`src/rtl/fetch_decode_front.sv`:
```
module fetch_decode_front #(
  parameter int          ADDR_W    = 32,
  parameter int          DATA_W    = 32,
  parameter logic [31:0] RESET_VEC = 32'h0000_0000,
  parameter logic [5:0]  BEQ_OP    = 6'h04,
  parameter int          ALIGN     = 2
) (
  input  logic              clk,
  input  logic              rst,
  input  logic              stall_i,
  output logic [ADDR_W-1:0] imem_addr_o,
  input  logic [31:0]       imem_rdata_i,
  output logic [4:0]        rf_raddr_a_o,
  output logic [4:0]        rf_raddr_b_o,
  input  logic [DATA_W-1:0] rf_rdata_a_i,
  input  logic [DATA_W-1:0] rf_rdata_b_i,
  output logic [31:0]       ifid_instr_o,
  output logic [ADDR_W-1:0] ifid_pc_o,
  output logic              ifid_valid_o,
  output logic              redirect_o
);
  localparam logic [ADDR_W-1:0] STEP = ADDR_W'(1) << ALIGN;
  localparam logic [31:0]       NOP  = 32'h0;

  logic [ADDR_W-1:0] pc_q;
  logic [ADDR_W-1:0] offset, target;
  logic              is_beq, operands_eq;

  assign imem_addr_o  = pc_q;
  assign rf_raddr_a_o = ifid_instr_o[25:21];
  assign rf_raddr_b_o = ifid_instr_o[20:16];

  assign is_beq      = ifid_valid_o && (ifid_instr_o[31:26] == BEQ_OP);
  assign operands_eq = (rf_rdata_a_i == rf_rdata_b_i);
  assign redirect_o  = is_beq && operands_eq && !stall_i;

  assign offset = {{(ADDR_W-16){ifid_instr_o[15]}}, ifid_instr_o[15:0]} << ALIGN;
  assign target = ifid_pc_o + offset;

  always_ff @(posedge clk) begin
    if (rst) begin
      pc_q         <= RESET_VEC[ADDR_W-1:0];
      ifid_instr_o <= NOP;
      ifid_pc_o    <= '0;
      ifid_valid_o <= 1'b0;
    end else if (stall_i) begin
      pc_q         <= pc_q;
    end else if (redirect_o) begin
      pc_q         <= target;
      ifid_instr_o <= NOP;
      ifid_pc_o    <= '0;
      ifid_valid_o <= 1'b0;
    end else begin
      pc_q         <= pc_q + STEP;
      ifid_instr_o <= imem_rdata_i;
      ifid_pc_o    <= pc_q;
      ifid_valid_o <= 1'b1;
    end
  end
endmodule

```
`config.mk`:
```
export PLATFORM = sky130hd
export DESIGN_NAME = fetch_decode_front
export DESIGN_NICKNAME = d
export VERILOG_FILES = /design/src/rtl/fetch_decode_front.sv
export SDC_FILE = /design/constraint.sdc
export NUM_CORES = 1
export LEC_CHECK = 0
export ABC_AREA = 1
export BUFFER_PORTS_ARGS = -buffer_cell sky130_fd_sc_hd__buf_4
export CORE_UTILIZATION = 40
export CTS_CLUSTER_SIZE = 28
export DETAILED_ROUTE_END_ITERATION = 7
export SLEW_MARGIN = 20
export SYNTH_ARGS = -nofsm -noshare
export SYNTH_HDL_FRONTEND = slang
export SYNTH_SLANG_ARGS = --single-unit
export TNS_END_PERCENT = 30
```
`constraint.sdc`:
```
create_clock -name clk -period 3.96 [get_ports clk]
set_input_delay 0.792 -clock clk [delete_from_list [all_inputs] [get_ports clk]]
set_output_delay 0.792 -clock clk [all_outputs]
set_load 0.02 [all_outputs]
```
# ---- Word-level counts from Yosys, hierarchy flattened
# Cells that the tools add are included.
dict set report op_classes {
  addsub 2
  n_mul 0
  div 0
  order_cmp 0
  eq_ne 2
  shifts 0
  mux 4
  n_bitwise 0
  n_reduce_logical 4
}
# op n
set ops {}
lappend ops {{two-way mux 32 bit} 3}
lappend ops {{adder 32 x 3 -> 32 bit (second input constant)} 1}
lappend ops {{adder 32 bit} 1}
lappend ops {{equality test 32 bit} 1}
lappend ops {{equality test 6 x 3 -> 1 bit (second input constant)} 1}
lappend ops {{logical AND 1 bit} 3}
lappend ops {{logical NOT 1 bit} 1}
lappend ops {{two-way mux 1 bit} 1}
dict set report word_totals {
  regBits 97
  latch_bits 0
  mem_bits_rw 0
  rom_bits 0
  input_bits 99
  memories 0
}

# ---- Longest topological paths before layout
# Gate-level depths: netlist of the first run.
dict set report logic_depth {
  depth_word 5
  mapped_depth 14
  mapped_depth_nobuf 13
}

# ---- Worst setup path before layout of the first run
# No wires, ideal clock.
dict set report synth_path {
  path_kind {input port to output port}
  startpoint {input port stall_i}
  endpoint {output port redirect_o}
  arrival_ns 1.698
  path_slack_ns 1.470
  stages 7
  path_cell_list {buf_6 clkinv_2 nand3_1 nor3_2 nand3_1 nor2_4 buf_4}
}
dict set report synth_via {
  elab_chain_len 2
}
# item line_no
set synth_lines {}
lappend synth_lines {{start: declaration} 10} ;# input logic stall_i,
lappend synth_lines {{logical NOT 1 bit} 35} ;# assign redirect_o = is_beq && operands_eq && !stall_i;
lappend synth_lines {{logical AND 1 bit} 35}
lappend synth_lines {{end: declaration} 20} ;# output logic redirect_o
# Every way passes these cells.

# ---- Worst setup path in the final report of the first run
dict set report layout_path {
  startpoint {input port rf_rdata_b_i[31]}
  endpoint {output port redirect_o}
}
dict set report layout_via {
  elab_chain_len 3
}
# item line_no
set layout_lines {}
lappend layout_lines {{start: declaration} 16} ;# input logic [DATA_W-1:0] rf_rdata_b_i,
lappend layout_lines {{equality test 32 bit} 34} ;# assign operands_eq = (rf_rdata_a_i == rf_rdata_b_i);
lappend layout_lines {{logical AND 1 bit (2 in series)} 35}
# Every way passes these cells.

==> flow_summary.toml, run 1 <==
[synth]
ys_seq_elements = 97
syn_area_per_cell_um2 = 5.94
synth_area_mm2 = 0.00731
yosysSeqAreaShare_pct = 26.6
synth-main-ff-cell = "dfxtp_1"
syn_nets = 1360
synth_cells = 1230
ys.warnings.count = 0
synth_cell_types = 32
synth_edf_count = 0
synthArstFlopShare_pct = 0

[critical_path]
critPathLaunch = "rf_rdata_b_i[31]"
max_stage_delay_ns = 0.29
critical_path_class = "input pin to output port"
timing.rr.start = "ifid_instr_o[15]"
timing.critical_path.mode_cell = "buf_4"
path_delay_family = "buffers and inverters"
cp_data_required_time_ns = 3.17
crit_chain = "buf_4 > xnor2_1 > nand2_1 > nor2_1 > nand3_1 > nor2_4 > buf_4 > buf_4"
startpoint_type = "input pin"
cpMaxStageDelayCell = "xnor2_1"
critPathBufInv = 3
cp-end-kind = "output port"
cp.arrival_ns = 2.15
worst-path-max-fanout = 12

[drt]
drc = 0
routedWlPerCell_um = 15.5
vias = 8196
viasPerCell = 4.99
wirelength_um = 25400
drt-initial-drc-count = 551
antenna_left = 0
drtPass1Iterations = 4

[timing]
rsz0062_at_grt = "false"
max_slew_margin_pct = 35.4
hold_viol = 0
period_needed_ns = 2.94
setup_viol = 0
fin_skew_ns = 0.0140
max_slew.worst_pin.slew_ns = 0.967
finalCritPeriodShare_pct = 74.2
drv_slew = 0
max_freq_mhz = 340
setup_tns_ns = 0

[clocking]
clock_latency_ns = 0.37
cts_buffers = 9
cts_tree = "built"
cts_resized = 0
cts.path.max_buffers = 2
clkSlewWorstSetupHoldPaths_ns = 0.09
htreeDepth = 3
postCtsSetupBuffers = 0
cts_root_buf = "clkbuf_16"
holdBufCountCts = 0
clock_sinks = 97

[hold_path]
holdCritPathClass = "register to register"
worstHoldStart = "ifid_instr_o[23]"

[pwr]
ir_worst_vdd_uv = 224
p_leak_nw = 4.66
p_per_area_mw_per_mm2 = 281
total_power_mw = 2.60

[outcome]
outcome = "completed"

[global_routing]
grt_pass1_wl_um = 39400
grt_use_total_pct = 27.4
grt_overflow = 0
grt_pass1_vias = 7446
antenna_found_initial = 0
grt_max_degree = 73

[floorplanning]
die_h_um = 137
die_area_mm2 = 0.0188
rows = 49
coreArea_mm2 = 0.0179
ios = 207
initial_utilization_pct = 40.8
die_width_um = 137

[cells_and_area]
mostFrequentLayoutCells = "434 x nand2_1, 214 x buf_4, 139 x inv_1"
final_nets = 1540
layout-drive-gt1-share_pct = 17.4
final_common_cell = "nand2_1"
area.growth.synth_to_final_pct = 26.8
antenna_cells = 0
fin_util_pct = 51.8

[run]
cap_violations = 0

[placement]
dp_hpwl_um = 19900
place_congestion = 0.922
port_buffers = 206
[report_power, final]
part           switching [mW]  internal [mW]  total (mW)
Sequential             0.0727           1.02        1.10
Combinational           0.325          0.249       0.574
Clock                   0.478          0.454       0.931
[layer usage]
layer	GRT usage [%]	part of all wire [%]	up-vias
met4	6.72	1.4	0
met5	0	0	-
met1	37.2	45	3660
met2	45.3	46	265
li1	-	-	4248
met3	3.93	7.6	23
[sequential cells by signal, indices dropped and copies added, names as in the netlist]
name          cells
imem_addr_o      32
ifid_valid_o      1
ifid_instr_o     32
ifid_pc_o        32
[final timing paths]
kind              slack [ns]  cells past startpoint               end
setup reg to reg        1.46                     12   imem_addr_o[25]
setup / recovery        1.02                      8        redirect_o
hold reg to reg         0.49                      2  ifid_instr_o[23]
hold / removal          0.49                      2  ifid_instr_o[23]
[final cells by class]
type | instances | area [um2]
clock buffers | 9 | 225
flip-flops and latches | 97 | 1940
well taps | 229 | 287
inverters | 140 | 527
clock inverters | 7 | 80.1
repair buffers | 214 | 1610
multi-input cells | 948 | 4600
fillers | 1952 | 8630
[metrics by stage]
stage / std cells / hold WS (ns) / instance area (um2) / worst slack [ns]
floorplan: 1230 / 0.550 / 7310 / 1.47
global placement: 1628 / 0.471 / 8960 / 1.01
detailed placement: 1628 / 0.475 / 8960 / 0.954
CTS: 1644 / 0.489 / 9270 / 1.05
global route: 1644 / 0.504 / 9270 / 0.946
finish: 1644 / 0.487 / 9270 / 1.02
[cell usage after synthesis, types with 2 or more instances]
cell type | instances | area, um2
buf_4 | 13 | 97.6
and2_1 | 2 | 12.5
nand3b_1 | 10 | 75.1
clkbuf_1 | 20 | 75.1
nor2_2 | 2 | 12.5
dfxtp_1 | 97 | 1940
or2_2 | 6 | 37.5
nor2_4 | 2 | 22.5
buf_2 | 9 | 45.0
nor3_2 | 3 | 30.0
nor2_1 | 122 | 458
a21oi_1 | 132 | 661
nand3_1 | 64 | 320
nand4_1 | 11 | 68.8
ha_1 | 30 | 375
inv_1 | 139 | 522
o21ai_0 | 41 | 205
o21ai_1 | 2 | 10.0
nor3_1 | 20 | 100
xor2_1 | 29 | 254
buf_1 | 2 | 7.51
o21bai_1 | 6 | 45.0
nand2_1 | 434 | 1630
xnor2_1 | 26 | 228
[cells by family after synthesis]
family                   share of synthesized area [%]
AND/OR/NAND/NOR                                   38.3
buffers and inverters                             10.4
flip-flops                                        26.6
adder cells (fa/ha/maj)                           5.41
XOR/XNOR                                          6.59
AO/OA/AOI/OAI                                     12.7
[worst min-delay path, cell delays in order, from the launching register on]
cell and delay (ns):
dfxtp_1 0.33, nand2_1 0.06, a21oi_1 0.05
No activity file was read; power rests on OpenSTA's default activity.
==> run 2, diff against run 1 <==
PLACE_DENSITY = 0.66   (was default)
clock period = 2.5 ns   (was 3.96 ns; I/O delays follow)
==> run 2 against run 1 <==
Compared with the run above:
- combinational power up 63%
- first-iteration DRC count up 32%
- clock skew up 0.0027 ns
- critical path depth down 2
- utilization up 0.55 points
- total power up 60%
- sequential power up 57%
- setup slack worse by 0.80 ns
- global-route usage up 0.36 points
==> flow_summary.toml, run 2 (synthesis results as in run 1) <==
[timing]
period_needed_ns = 2.28
max_slew_margin_pct = 52.6
max_slew.worst_pin.slew_ns = 0.710
fin_skew_ns = 0.0167
rsz0062_at_grt = "false"
setup_tns_ns = 0
holdWs_ns = 0.377
hold_viol = 0
finalCritPeriodShare_pct = 91.2
setup_viol = 0
drv_slew = 0
max_freq_mhz = 439

[cells_and_area]
final_nets = 1550
layout-drive-gt1-share_pct = 18.0
mostFrequentLayoutCells = "434 x nand2_1, 223 x buf_4, 139 x inv_1"
area.growth.synth_to_final_pct = 28.2
antenna_cells = 0
final_common_cell = "nand2_1"

[clocking]
postCtsSetupBuffers = 0
clkSlewWorstSetupHoldPaths_ns = 0.08
cts_tree = "built"
holdBufCountCts = 0
cts_resized = 0
htreeDepth = 3
cts_root_buf = "clkbuf_16"
clock_sinks = 97
cts_buffers = 9
cts.path.max_buffers = 2
clock_latency_ns = 0.37

[global_routing]
grt_pass1_wl_um = 39800
grt_pass1_vias = 7541
grt_overflow = 0
grt_use_total_pct = 27.7
antenna_found_initial = 0
grt_max_degree = 62

[pwr]
p_int_mw = 2.75
power_switching_mw = 1.40
p_leak_nw = 4.72
combPwrFrac_pct = 22.5
seq_power_share_pct = 41.7
ir_worst_vdd_uv = 415
switching_share_pct = 33.8
p_per_area_mw_per_mm2 = 444
pwr-share-clk_pct = 35.7

[floorplanning]
ios = 207
rows = 49
die_h_um = 137
coreArea_mm2 = 0.0179
die_width_um = 137
initial_utilization_pct = 40.8
die_area_mm2 = 0.0188

[critical_path]
critPathLaunch = "ifid_instr_o[30]"
timing.rr.start = "ifid_instr_o[0]"
r2r-end = "imem_addr_o[30]"
worst-path-max-fanout = 6
cp-end-kind = "output port"
cp_data_required_time_ns = 2.00
critical_path_class = "register to output port"
crit_path_end = "redirect_o"
r2r_cells = 11
reg2reg_slack_ns = 0.26
cp.arrival_ns = 1.78
startpoint_type = "register"

[outcome]
outcome = "completed"

[drt]
drtPass1Iterations = 5
drt-initial-drc-count = 727
routedWlPerCell_um = 15.5
antenna_left = 0
drc = 0
viasPerCell = 5.08
wirelength_um = 25700
vias = 8395

[placement]
port_buffers = 206
dp_hpwl_um = 20500
place_congestion = 0.930

[hold_path]
holdCritPathClass = "input pin to register"

[run]
cap_violations = 0
## run 2: changes by cell type in the layout (fill, tap and decap cells not counted), sizes merged
cell,change
clkinv,+2
buf,+10
inv,-1
clkinvlp,-1
## run 2: worst max-delay path, cell delays in order, from the launching register on
cell and delay, ns:
dfxtp_1 0.35, nor2_1 0.10, nand3_1 0.11, nor3_2 0.21
nand3_1 0.14, nor2_4 0.27, buf_4 0.22
## run 2: per-stage QoR
step | cells | utilization [%] | power [mW] | instance area, um2 | setup WS (ns)
floorplan | 1230 | - | 2.28 | 7310 | 0.458
global placement | 1638 | 50.6 | 2.69 | 9050 | 0.252
detailed placement | 1638 | 50.6 | 2.70 | 9050 | 0.245
CTS | 1654 | 52.3 | 4.19 | 9370 | 0.218
global route | 1654 | 52.3 | 4.35 | 9370 | 0.0369
finish | 1654 | 52.3 | 4.16 | 9370 | 0.220
## run 2: routing by layer
metal,GRT usage (%),vias to the layer above,wire [um]
met5,0,-,0
met4,7.51,0,517
met3,3.78,33,1430
met2,43.6,255,11400
met1,39.3,3831,12300
li1,-,4276,-
## run 2: layout make-up
class | count | area [um2]
fill | 1910 | 8530
multi-input combinational | 948 | 4600
sequential | 97 | 1940
timing repair buffer | 224 | 1690
inverter | 140 | 527
tap | 229 | 287
clock buffer | 9 | 225
clock inverter | 7 | 91.3
## run 2: power groups by stage
stage | sequential, mW | combinational (mW) | clock (mW)
floorplan | 1.83 | 0.449 | 0
global placement | 1.77 | 0.920 | 0
detailed placement | 1.77 | 0.930 | 0
CTS | 1.73 | 0.934 | 1.52
global route | 1.75 | 1.03 | 1.57
finish | 1.73 | 0.937 | 1.49
## run 2: how the worst min path moves through the flow
stage	cells after the start	slack [ns]	from	end
3_3_place_gp	2	0.47	ifid_instr_o[5]	ifid_instr_o[5]
4_1_cts	3	0.37	imem_rdata_i[18]	ifid_instr_o[18]
2_1_floorplan	2	0.55	ifid_pc_o[0]	imem_addr_o[0]
5_1_grt	3	0.38	imem_rdata_i[0]	ifid_instr_o[0]
6_report	3	0.38	imem_rdata_i[24]	ifid_instr_o[24]
3_5_place_dp	2	0.47	ifid_instr_o[5]	ifid_instr_o[5]
